**src/rtl/cbc_pkg.sv**
```systemverilog
package cbc_pkg;

    typedef enum logic [1:0] {
        SEL_CTRL  = 2'd0,
        SEL_STAT  = 2'd1,
        SEL_STATE = 2'd2,
        SEL_KEY   = 2'd3
    } reg_sel_e;

    localparam int GO_BIT  = 7;
    localparam int ERR_BIT = 7;
    localparam int RDY_BIT = 0;

    typedef struct packed {
        logic ctrl_wr;
        logic ctrl_rd;
        logic stat_wr;
        logic st_wr;
        logic st_rd;
        logic key_wr;
        logic key_rd;
    } acc_t;

    function automatic acc_t decode_access(logic [1:0] sel, logic wr, logic rd);
        acc_t a;
        logic rd_only;
        rd_only   = rd && !wr;
        a.ctrl_wr = wr      && (sel == SEL_CTRL);
        a.ctrl_rd = rd_only && (sel == SEL_CTRL);
        a.stat_wr = wr      && (sel == SEL_STAT);
        a.st_wr   = wr      && (sel == SEL_STATE);
        a.st_rd   = rd_only && (sel == SEL_STATE);
        a.key_wr  = wr      && (sel == SEL_KEY);
        a.key_rd  = rd_only && (sel == SEL_KEY);
        return a;
    endfunction

endpackage

```
**src/rtl/cbc_byte_buf.sv**
```systemverilog
module cbc_byte_buf #(
    parameter int NBYTES = 16,
    parameter int DW     = 8
) (
    input  logic                 clk,
    input  logic                 rst,
    input  logic                 wr_en,
    input  logic                 rd_en,
    input  logic                 ptr_clr,
    input  logic                 load_en,
    input  logic [NBYTES*DW-1:0] load_data,
    input  logic [DW-1:0]        wdata,
    output logic [DW-1:0]        rd_byte,
    output logic [NBYTES*DW-1:0] flat
);
    localparam int PW = (NBYTES > 1) ? $clog2(NBYTES) : 1;
    localparam logic [PW-1:0] LAST = PW'(NBYTES - 1);

    logic [DW-1:0] mem [NBYTES];
    logic [PW-1:0] ptr;

    always_ff @(posedge clk) begin
        if (rst) begin
            ptr <= '0;
            for (int i = 0; i < NBYTES; i++) mem[i] <= '0;
        end else if (load_en) begin
            ptr <= '0;
            for (int i = 0; i < NBYTES; i++) mem[i] <= load_data[i*DW +: DW];
        end else begin
            if (wr_en) mem[ptr] <= wdata;
            if (ptr_clr)               ptr <= '0;
            else if (wr_en || rd_en)   ptr <= (ptr == LAST) ? '0 : ptr + 1'b1;
        end
    end

    assign rd_byte = mem[ptr];

    for (genvar g = 0; g < NBYTES; g++) begin : g_flat
        assign flat[g*DW +: DW] = mem[g];
    end

    // pointer wraps from the last byte to byte 0
    assert_ptr_wrap_R2: assert property (@(posedge clk) disable iff (rst)
        ((wr_en || rd_en) && !ptr_clr && !load_en && ptr == LAST) |=> ptr == '0);

    // with no access, clear or load, pointer holds
    assert_ptr_hold_R6: assert property (@(posedge clk) disable iff (rst)
        (!wr_en && !rd_en && !ptr_clr && !load_en) |=> $stable(ptr));

endmodule

```
**src/rtl/cbc_acc_count.sv**
```systemverilog
module cbc_acc_count #(
    parameter int MOD = 16
) (
    input  logic clk,
    input  logic rst,
    input  logic inc,
    input  logic clr,
    output logic aligned
);
    localparam int CW = (MOD > 1) ? $clog2(MOD) : 1;
    localparam logic [CW-1:0] TOP = CW'(MOD - 1);

    logic [CW-1:0] cnt;

    always_ff @(posedge clk) begin
        if (rst || clr) cnt <= '0;
        else if (inc)   cnt <= (cnt == TOP) ? '0 : cnt + 1'b1;
    end

    assign aligned = (cnt == '0);

    // an accepted start leaves the count aligned
    assert_clr_aligned_R3: assert property (@(posedge clk) disable iff (rst)
        clr |=> aligned);

    // one access from an aligned count makes it misaligned
    assert_step_misaligned_R4: assert property (@(posedge clk) disable iff (rst)
        (inc && !clr && aligned) |=> !aligned);

endmodule

```
**src/rtl/cipher_buf_ctrl.sv**
```systemverilog
module cipher_buf_ctrl
    import cbc_pkg::*;
#(
    parameter int NBYTES = 16,
    parameter int DW     = 8
) (
    input  logic                 clk,
    input  logic                 rst,
    input  logic [1:0]           reg_sel,
    input  logic                 reg_wr,
    input  logic                 reg_rd,
    input  logic [DW-1:0]        reg_wdata,
    output logic [DW-1:0]        reg_rdata,
    output logic                 ready_req,
    output logic                 dp_start,
    output logic [NBYTES*DW-1:0] dp_state,
    output logic [NBYTES*DW-1:0] dp_key,
    input  logic                 dp_done,
    input  logic [NBYTES*DW-1:0] dp_result
);
    acc_t acc;
    logic go, ready, err;
    logic aligned;
    logic start_req, accept, bad_start, ctrl_busy, done_ok;
    logic st_wr_eff, st_rd_eff, count_inc;
    logic [DW-1:0] st_byte, key_byte;

    assign acc       = decode_access(reg_sel, reg_wr, reg_rd);
    assign start_req = acc.ctrl_wr && reg_wdata[GO_BIT] && !go;
    assign accept    = start_req && aligned;
    assign bad_start = start_req && !aligned;
    assign ctrl_busy = (acc.ctrl_wr || acc.ctrl_rd) && go;
    assign done_ok   = dp_done && go;
    assign st_wr_eff = acc.st_wr && !go;
    assign st_rd_eff = acc.st_rd && !go;
    assign count_inc = st_wr_eff || st_rd_eff || acc.key_wr || acc.key_rd;

    cbc_acc_count #(.MOD(NBYTES)) u_count (
        .clk(clk), .rst(rst), .inc(count_inc), .clr(accept), .aligned(aligned)
    );

    cbc_byte_buf #(.NBYTES(NBYTES), .DW(DW)) u_state (
        .clk(clk), .rst(rst), .wr_en(st_wr_eff), .rd_en(st_rd_eff),
        .ptr_clr(accept), .load_en(done_ok), .load_data(dp_result),
        .wdata(reg_wdata), .rd_byte(st_byte), .flat(dp_state)
    );

    cbc_byte_buf #(.NBYTES(NBYTES), .DW(DW)) u_key (
        .clk(clk), .rst(rst), .wr_en(acc.key_wr), .rd_en(acc.key_rd),
        .ptr_clr(accept || done_ok), .load_en(1'b0), .load_data('0),
        .wdata(reg_wdata), .rd_byte(key_byte), .flat(dp_key)
    );

    always_ff @(posedge clk) begin
        if (rst) begin
            go       <= 1'b0;
            ready    <= 1'b0;
            err      <= 1'b0;
            dp_start <= 1'b0;
        end else begin
            dp_start <= accept;
            if (accept)       go <= 1'b1;
            else if (done_ok) go <= 1'b0;
            if (done_ok)                                          ready <= 1'b1;
            else if (st_rd_eff || (acc.stat_wr && reg_wdata[RDY_BIT])) ready <= 1'b0;
            if (bad_start || ctrl_busy)                           err <= 1'b1;
            else if (acc.stat_wr && reg_wdata[ERR_BIT])           err <= 1'b0;
        end
    end

    always_comb begin
        reg_rdata = '0;
        unique case (reg_sel_e'(reg_sel))
            SEL_CTRL:  reg_rdata[GO_BIT] = go;
            SEL_STAT: begin
                reg_rdata[ERR_BIT] = err;
                reg_rdata[RDY_BIT] = ready;
            end
            SEL_STATE: reg_rdata = go ? '0 : st_byte;
            SEL_KEY:   reg_rdata = key_byte;
            default:   reg_rdata = '0;
        endcase
    end

    assign ready_req = ready;

    // accepted start gives one start pulse and a set go bit
    assert_start_pulse_R3: assert property (@(posedge clk) disable iff (rst)
        (reg_wr && reg_sel == SEL_CTRL && reg_wdata[GO_BIT] && !go && aligned)
        |=> (dp_start && go));

    assert_start_single_R3: assert property (@(posedge clk) disable iff (rst)
        dp_start |=> !dp_start);

    // misaligned start is refused
    assert_bad_start_R4: assert property (@(posedge clk) disable iff (rst)
        (reg_wr && reg_sel == SEL_CTRL && reg_wdata[GO_BIT] && !go && !aligned)
        |=> (err && !go && !dp_start));

    // control access while busy flags an error
    assert_busy_ctrl_R5: assert property (@(posedge clk) disable iff (rst)
        (go && (reg_wr || reg_rd) && reg_sel == SEL_CTRL) |=> err);

    // state buffer frozen while busy
    assert_busy_frozen_R6: assert property (@(posedge clk) disable iff (rst)
        (go && !dp_done) |=> $stable(dp_state));

    // done ends the operation and raises ready together
    assert_done_ready_R7: assert property (@(posedge clk) disable iff (rst)
        (go && dp_done) |=> (ready && !go));

    // ready only rises after a done
    assert_ready_source_R8: assert property (@(posedge clk) disable iff (rst)
        $rose(ready) |-> $past(dp_done));

endmodule

```
**config.mk**
```make
export PLATFORM = sky130hd
export DESIGN_NAME = cipher_buf_ctrl
export DESIGN_NICKNAME = d
export VERILOG_FILES = /design/src/rtl/cbc_pkg.sv /design/src/rtl/cbc_byte_buf.sv /design/src/rtl/cbc_acc_count.sv /design/src/rtl/cipher_buf_ctrl.sv
export SDC_FILE = /design/constraint.sdc
export NUM_CORES = 1
export LEC_CHECK = 0
export BUFFER_PORTS_ARGS = -buffer_cell sky130_fd_sc_hd__buf_2
export CELL_PAD_IN_SITES_DETAIL_PLACEMENT = 1
export CELL_PAD_IN_SITES_GLOBAL_PLACEMENT = 1
export CORE_MARGIN = 4
export CORE_UTILIZATION = 46
export CTS_CLUSTER_DIAMETER = 80
export DETAILED_ROUTE_END_ITERATION = 10
export PLACE_DENSITY = 0.93
export SYNTH_ARGS = -nofsm -noshare
export SYNTH_HDL_FRONTEND = slang
export SYNTH_HIERARCHICAL = 1
export SYNTH_SLANG_ARGS = --single-unit
```
**constraint.sdc**
```tcl
create_clock -name clk -period 3.9 [get_ports clk]
set_input_delay 0 -clock clk [delete_from_list [all_inputs] [get_ports clk]]
set_output_delay 0 -clock clk [all_outputs]
set_load 0.1 [all_outputs]
```
Word level (Yosys, flattened, before mapping)
Memories as Yosys holds them, arrays and structs flattened. A register that Yosys moved wholly into a read port is not among the register bits.
Cells that the tools add are included.
- bitwise operators: 16
- eq/ne operators: 6
- reduce and logical (&&, ||, !) cells: 39
- mux-type cells: 51
- add/sub/neg operators: 3
- operator list (cell ; count):
    $mux W8 ; 19
    $mux W4 ; 9
    $mux W1 ; 20
    $logic_and A1 B1 Y1 ; 18
    $or A1 B1 Y1 ; 16
    $reduce_or A8 Y1 ; 2
    $add A4 B1 Y4 const B ; 3
    $eq A4 B4 Y1 const B ; 3
    $pmux W6 S2 ; 1
    $logic_or A1 B1 Y1 ; 9
    $reduce_bool A2 Y1 ; 3
    $eq A2 B2 Y1 const B ; 2
    $logic_not A4 Y1 ; 1
    $pmux W1 S4 ; 1
    $logic_not A1 Y1 ; 3
    $pmux W1 S3 ; 1
    $reduce_or A3 Y1 ; 1
    $eq A2 B1 Y1 const B ; 1
    $logic_not A2 Y1 ; 1
    $reduce_or A2 Y1 ; 1
- word-level logic and storage cells: 124
- memories kept: 2
- bits in registers: 16
- input port bits: 143
- RAM bits: 256
- memories (name ; depth ; width ; rd ports ; clocked after Yosys merged registers in ; wr ports ; RTL line ; RTL):
    u_key.mem ; 16 ; 8 ; 17 ; 1 ; 16 ; cbc_byte_buf.sv:19 ; logic [DW-1:0] mem [NBYTES];
    u_state.mem ; 16 ; 8 ; 17 ; 1 ; 16 ; cbc_byte_buf.sv:19 ;

Logic depth before layout (Yosys ltp)
Gate-level depths: netlist (run 1).
- depth in word-level cells: 9
- mapped depth: 8

Modules after synthesis
Netlist (run 1), hierarchy kept.
- by module, submodules not included (module ; seq. area each (um2) ; cells each ; area each (um2) ; times used):
    cbc_byte_buf (u_key) ; 4003.8 ; 482 ; 7069.3 ; 1
    cbc_byte_buf (u_state) ; 4003.8 ; 481 ; 7061.8 ; 1
    cipher_buf_ctrl ; 80.1 ; 55 ; 390.4 ; 1
    cbc_acc_count ; 80.1 ; 23 ; 211.5 ; 1

Worst setup path after synthesis (run 1)
OpenSTA, ideal clock, no wires.
- kind: register to output
- from: memory u_key.mem[1][0]
- to: output port reg_rdata[0]
- data arrival time: 3.687 ns
- stages on the path, launching flop included: 6
- setup slack: 0.213 ns
- data required time: 3.900 ns
- path through: edfxtp_1 -> mux4_2 -> a22oi_1 -> nand2_1 -> mux2i_1 -> o21ai_0
- RTL lines (element ; RTL line ; RTL):
    start: declaration ; cbc_byte_buf.sv:19 ;
    end: declaration ; cipher_buf_ctrl.sv:13 ; output logic [DW-1:0] reg_rdata,

==> results of run 1 <==
metrics by stage:
step,utilization [%],worst slack [ps],instance area [um2],std cells,hold WS [ps]
after floorplan,-,213,15200,1175,69.1
final,63.2,527,19900,2103,123
after detailed placement,55.5,905,17500,1905,297
after global routing,63.2,341,19900,2101,140
after CTS,63.1,599,19900,2096,6.65
after global placement,55.5,1090,17500,1905,296
power by group:
| group | internal (mW) | leakage, nW | switching (mW) | total, mW |
|---|---|---|---|---|
| Combinational | 0.489 | 5.01 | 1.88 | 2.37 |
| Sequential | 3.48 | 2.89 | 0.183 | 3.67 |
| Clock | 1.85 | 0.513 | 1.37 | 3.22 |
| Total | 5.83 | 8.42 | 3.43 | 9.26 |
final timing paths:
check,startpoint,depth (start not counted),end,slack [ps]
min reg2reg,u_key/ptr[0]$_SDFFE_PP0N_,2,u_key/ptr[0]$_SDFFE_PP0N_,570
max reg2reg,go$_SDFFE_PP0P_,5,u_state/mem[3][2]$_DFFE_PP_,720
max,flop,7,reg_rdata[3],530
min,reg_sel[1],5,u_count/cnt[0]$_SDFFE_PP0P_,120
registers in the layout, summed over array words and instances, names as in the netlist, named ones only:
signal and flops:
dp_start 1, err 1, go 1, ready_req 1, u_count/cnt 4, u_key/mem 128
u_key/ptr 4, u_state/mem 128, u_state/ptr 4
routing by layer:
metal	up-vias	track usage [%]	part of all wire (%)
met4	6	22.2	6.9
li1	5267	-	-
met1	6664	43.5	34
met2	1104	63.5	49
met3	306	9.09	9.9
met5	-	0	0.050
cells in the mapped netlist (15+ instances only):
master,number
sky130_fd_sc_hd__nand2_1,35
sky130_fd_sc_hd__mux4_2,64
sky130_fd_sc_hd__a22o_1,160
sky130_fd_sc_hd__buf_2,15
sky130_fd_sc_hd__mux2_2,97
sky130_fd_sc_hd__dfxtp_1,24
sky130_fd_sc_hd__nor2b_1,113
sky130_fd_sc_hd__edfxtp_1,256
sky130_fd_sc_hd__nand2b_1,24
sky130_fd_sc_hd__a22oi_1,38
sky130_fd_sc_hd__and3_1,15
sky130_fd_sc_hd__clkbuf_1,69
critical path, stage by stage (launching register included):
cell                      delay, ps
sky130_fd_sc_hd__dfxtp_1        890
sky130_fd_sc_hd__buf_4          300
sky130_fd_sc_hd__mux4_2         340
sky130_fd_sc_hd__a22oi_1        430
sky130_fd_sc_hd__nand2_1        210
sky130_fd_sc_hd__a22oi_1        210
sky130_fd_sc_hd__nor2b_1        100
sky130_fd_sc_hd__buf_2          300
logic make-up (layout without fill, tap and decap cells):
| logic type | after synthesis | after routing | synth area share [%] |
|---|---|---|---|
| AO/OA/AOI/OAI | 231 | 231 | 12.8 |
| buffers and inverters | 104 | 624 | 3.01 |
| XOR/XNOR | 3 | 3 | 0.178 |
| adder cells (fa/ha/maj) | 10 | 10 | 0.849 |
| AND/OR/NAND/NOR | 249 | 249 | 10.4 |
| other | 1 | 141 | 0.0255 |
| multiplexers | 163 | 163 | 17.3 |
| flip-flops | 280 | 280 | 55.4 |
cell type report:
type / count / area [um2]
repair buffers: 557 / 3510
inverters: 9 / 33.8
well taps: 402 / 503
clock buffers: 34 / 787
clock inverters: 24 / 284
multi-input cells: 791 / 6630
flip-flops and latches: 280 / 8170
fillers: 3216 / 11600
diodes: 6 / 15.0
cells in the final DEF, fill, tap and decap left out, drive strengths merged, types with 2 or more instances in the layout:
cell type,Yosys,layout
and3,15,15
and4bb,2,2
and3b,4,4
or4b,2,2
a21oi,12,12
bufinv,0,6
buf,26,423
nor2,19,19
nor3b,6,6
a311o,2,2
clkinv,0,13
nand3b,4,4
o21ai,13,13
nand3,6,6
nand4,3,3
mux4,64,64
clkbuf,69,34
conb,1,135
dfxtp,24,24
edfxtp,256,256
a22oi,38,38
nor2b,113,113
inv,9,10
dlygate4sd3,0,134
mux2,97,97
or3,3,3
nor3,4,4
or4,2,2
ha,10,10
nand2,35,35
a22o,160,160
and2,3,3
nand2b,24,24
clkinvlp,0,4
diode,0,6
xor2,3,3
mux2i,2,2
a211oi,2,2
what timing repair did:
item / 4_1_cts / 5_1_grt
endpoints found under the hold margin: 131 / 1
buffers inserted: 0 / 0
hold buffers: 133 / 1
==> results.cfg, run 1 <==
[outcome]
status = finished with violations
violations = max-slew violations

[timing]
maxClockFrequency_ghz = 0.296
hold_violations = 0
worstMarginPinSlew_ps = 5890
period_share_pct = 86.5
finalMaxSlewViolations = 81
totalNegativeSetupSlack_ps = 0
report.final.setup_viol = 0
rsz0062_at_grt = false
finClkSkew_ps = 26.5
timing.slew.headroom_pct = -294
finalCriticalPeriod_ps = 3370

[finish]
finish.net_count = 1823
synthToLayoutAreaGrowth_pct = 35.3
final_layout_size_suffix_gt1_share_pct = 38.3

[logic_synthesis]
synth-async-reset-ratio_pct = 0
synthesis.area_um2 = 14700
ys_top_cells_by_area = sky130_fd_sc_hd__edfxtp_1, sky130_fd_sc_hd__mux4_2, sky130_fd_sc_hd__a22o_1
ys_ff_latch = 280
synthCells = 1041
part_of_the_yosys_area_used_for_sequential_elements_pct = 55.4
synth.distinct_cells = 46
synth_edf_count = 256
synth.avg_cell_area_um2 = 14.2
dominantRegCellSynth = sky130_fd_sc_hd__edfxtp_1
synth.largest_area_cell = sky130_fd_sc_hd__edfxtp_1
yosys_warnings = 6
synthDominantCellAreaShare_pct = 52.2

[global_routing]
grt_overflow = 0
antenna_violations_before_repair = 7
grt_pass1_vias = 14400
grt_pass1_wl_mm = 98.5
gr-usage-all-layers_pct = 37.5
grt_start_max_net_pins = 81

[pwr]
irDropWorstVdd_uv = 350
power.static_leakage_nw = 8.42
finalPower_mw = 9.26
cellPowerDensity_nw_per_um2 = 464

[detailed_routing]
viasPerCell = 6.35
first_iter_violations = 1816
route.detailed.drc = 0
drtAntennaViolNets = 0
pre_antenna_drt_iters = 6
count_of_vias_placed_by_the_detailed_router = 13300
finalWirelength_mm = 68.5
routed_wire_length_per_instance_um = 32.6

[clock_network]
tritoncts = done
cts_repair_resize_count = 0
clock_sink_count = 280
clkTransAtPathRegs_ps = 70
clk_path_buf_depth = 3
cts-htree-levels = 1
tritoncts.num_buffers = 31
clock-root-buffer = sky130_fd_sc_hd__clkbuf_16
clk-insertion-delay-late_ps = 580

[floorplanning]
fp.dieArea_um2 = 35000
initial_core_util_pct = 46.7
ioPinCount = 409
die_y_um = 187
core_footprint_um2 = 31600
placementRows = 65
die_w_um = 187

[critical_path]
cp-end-kind = primary output
crit_path_max_fanout = 16
crit_arrival_ps = 3370
timing.critical_path.from_type = flop
crit_type = reg2out
required_ps = 3900

[place]
portBuffers = 408
detailedPlacementHpwl_mm = 42.9
globalplace.congestion = 0.928

[min_path]
worstHoldPathType = in2reg

[job]
maxCapViolations = 0
No activity file was read; power rests on OpenSTA's default activity.
==> run 2, diff against run 1 <==
Settings changed: ABC_AREA set to 1, BUFFER_PORTS_ARGS -buffer_cell sky130_fd_sc_hd__buf_2 to -buffer_cell sky130_fd_sc_hd__buf_4, CORE_UTILIZATION 46 to 42, MAX_ROUTING_LAYER set to met4.
==> results.cfg, run 2 <==
[place]
pre_cts_slack_ps = 1420
post_dp_cell_area_um2 = 19300
globalplace.congestion = 0.979
place_inst = 2777
portBuffers = 408
detailedPlacementHpwl_mm = 50.8

[finish]
synthToLayoutAreaGrowth_pct = 38.5
nFillCells = 4363
fin_util_pct = 59.1
final_layout_size_suffix_gt1_share_pct = 20.9
finish.net_count = 2634
final_cell_count_no_fill = 2984
layout_common_cells = sky130_fd_sc_hd__nand3_1, sky130_fd_sc_hd__buf_4, sky130_fd_sc_hd__nand2_1
largestRegisters = u_key/mem: 128 flops, u_state/mem: 128 flops
post_route_standard_cell_area_excluding_fillers_um2 = 21700
most_common_library_cell_in_the_layout_ignoring_fill_and_taps = sky130_fd_sc_hd__nand3_1

[logic_synthesis]
synthCells = 1887
synth.largest_area_cell = sky130_fd_sc_hd__edfxtp_1
dominantRegCellSynth = sky130_fd_sc_hd__edfxtp_1
ys_ff_latch = 280
ys_top_cells_by_area = sky130_fd_sc_hd__edfxtp_1, sky130_fd_sc_hd__nand3_1, sky130_fd_sc_hd__nand2_1
synthMostInstantiatedCell = sky130_fd_sc_hd__nand3_1
synth.avg_cell_area_um2 = 8.30
synth-async-reset-ratio_pct = 0
part_of_the_yosys_area_used_for_sequential_elements_pct = 52.2
yosys_warnings = 6
ys_top_cells_by_count = sky130_fd_sc_hd__nand3_1, sky130_fd_sc_hd__nand2_1, sky130_fd_sc_hd__edfxtp_1
synthDominantCellAreaShare_pct = 49.1
synthesis.area_um2 = 15700
synth.distinct_cells = 33
synth_edf_count = 256

[global_routing]
grt_pass1_vias = 18700
grt_pass1_wl_mm = 121
grt_start_max_net_pins = 129
antenna_violations_before_repair = 11
grt_overflow = 0
gr-usage-all-layers_pct = 40.4

[timing]
rsz0062_at_grt = false
hold_violations = 0
timing.slew.headroom_pct = 9.72
report.final.setup_viol = 0
worst_slack_ps = 745
finalCriticalPeriod_ps = 3150
worstMarginPinSlew_ps = 1350
maxClockFrequency_ghz = 0.317
totalNegativeSetupSlack_ps = 0
finClkSkew_ps = 41.5
finalMaxSlewViolations = 0
period_share_pct = 80.9
whs_ps = 69.7

[critical_path]
crit_path_max_fanout = 64
crit_type = reg2out
critical_path.most_common_cell = sky130_fd_sc_hd__nand2_1
r2r-start = go$_SDFFE_PP0P_
crit_arrival_ps = 3150
timing.critical_path.from_type = flop
critical_path_cell_count = 9
required_ps = 3900
slowest_stage = sky130_fd_sc_hd__inv_2
slowest_delay_ps = 860
worst_setup_path_endpoint = reg_rdata[3]
critical_path.n_buffers_inverters = 2
reg_to_reg_end = u_state/mem[9][7]$_DFFE_PP_
cpLargestDelayFamily = buffers and inverters
rr_worst_depth = 7
worst_reg_to_reg_setup_slack_ps = 870
crit_chain = inv_2, nand2_1, nand2_1, nand2_1, nand3_1, nand3_1, nand2_1, a22o_1, buf_4
cp-end-kind = primary output

[clock_network]
clk-insertion-delay-late_ps = 600
tritoncts.num_buffers = 30
clkTransAtPathRegs_ps = 70
clock_sink_count = 280
cts-htree-levels = 1
post-cts-setup-buffer-count = 0
clock-root-buffer = sky130_fd_sc_hd__clkbuf_16
tritoncts = done
clk_path_buf_depth = 3

[min_path]
worstHoldStart = dp_done
worstHoldPathType = in2reg

[detailed_routing]
drtAntennaViolNets = 0
pre_antenna_drt_iters = 6
routed_wire_length_per_instance_um = 28.1
first_iter_violations = 2397
viasPerCell = 6.02
route.detailed.drc = 0
count_of_vias_placed_by_the_detailed_router = 18000
finalWirelength_mm = 83.8

[floorplanning]
initial_core_util_pct = 42.7
die_y_um = 201
placementRows = 70
fp.dieArea_um2 = 40400
core_footprint_um2 = 36700
ioPinCount = 409
die_w_um = 201

[pwr]
irDropWorstVdd_uv = 300
power.static_leakage_nw = 9.93
finalPower_mw = 9.47
cellPowerDensity_nw_per_um2 = 437

[job]
maxCapViolations = 0

[outcome]
status = completed
## run 2: area by class of cell
type                       instances  area [um2]  share of cell area, %
clock buffer                      35         791                   3.65
inverter                         258         971                   4.48
multi-input combinational       1353        6430                   29.7
sequential                       280        8170                   37.7
clock inverter                    19         163                  0.750
tap                              468         586                   2.70
timing repair buffer             558        4540                   20.9
antenna                           13        32.5                  0.150
## run 2: worst reg2reg max path, stage by stage (launching register included)
cell and delay (ps):
sky130_fd_sc_hd__dfxtp_1 390, sky130_fd_sc_hd__nand2_1 200, sky130_fd_sc_hd__inv_2 100, sky130_fd_sc_hd__nor2_8 350, sky130_fd_sc_hd__nand2_4 200, sky130_fd_sc_hd__nor2_4 220
sky130_fd_sc_hd__nand2_1 320, sky130_fd_sc_hd__o21ai_0 950
## run 2: worst min-delay path by stage
stage	cells past startpoint	to	slack, ps
after floorplan	1	go$_SDFFE_PP0P_	60
after global placement	3	u_state/mem[7][2]$_DFFE_PP_	310
after detailed placement	3	u_state/mem[3][2]$_DFFE_PP_	320
after CTS	5	flop	40
after global routing	5	flop	50
final	5	flop	70
## run 2: report_power, final
part / switching (mW) / internal (mW) / total, mW
combinational: 2.21 / 0.599 / 2.81
clock: 1.34 / 1.63 / 2.98
sequential: 0.190 / 3.49 / 3.68
## run 2: kinds of logic (layout without fill, tap and decap cells)
kind of cell               after synthesis  count (layout)  share of synthesized area, %
adders and majority gates               10              10                         0.799
DFF                                    280             280                          52.2
xor gates and xnor gates                 2               2                         0.112
buffers and inverters                  382             870                          9.81
other                                    1             142                        0.0240
AOI/OAI and AO/OA                      280             280                          9.57
and+or+nand+nor                        932             932                          27.5
## run 2: routing by layer
metal	GRT usage [%]	vias to the layer above	share of wire [%]
met5	-	-	0
met4	29.1	0	9.6
met3	9.27	548	11
met2	65.1	1509	47
met1	44.0	8477	32
li1	-	7442	-
## run 2: timing repair
item,CTS,global route
hold buffers,140,0
hold endpoints to repair,138,0
gates resized for setup,0,0
endpoints found under the setup margin,0,0
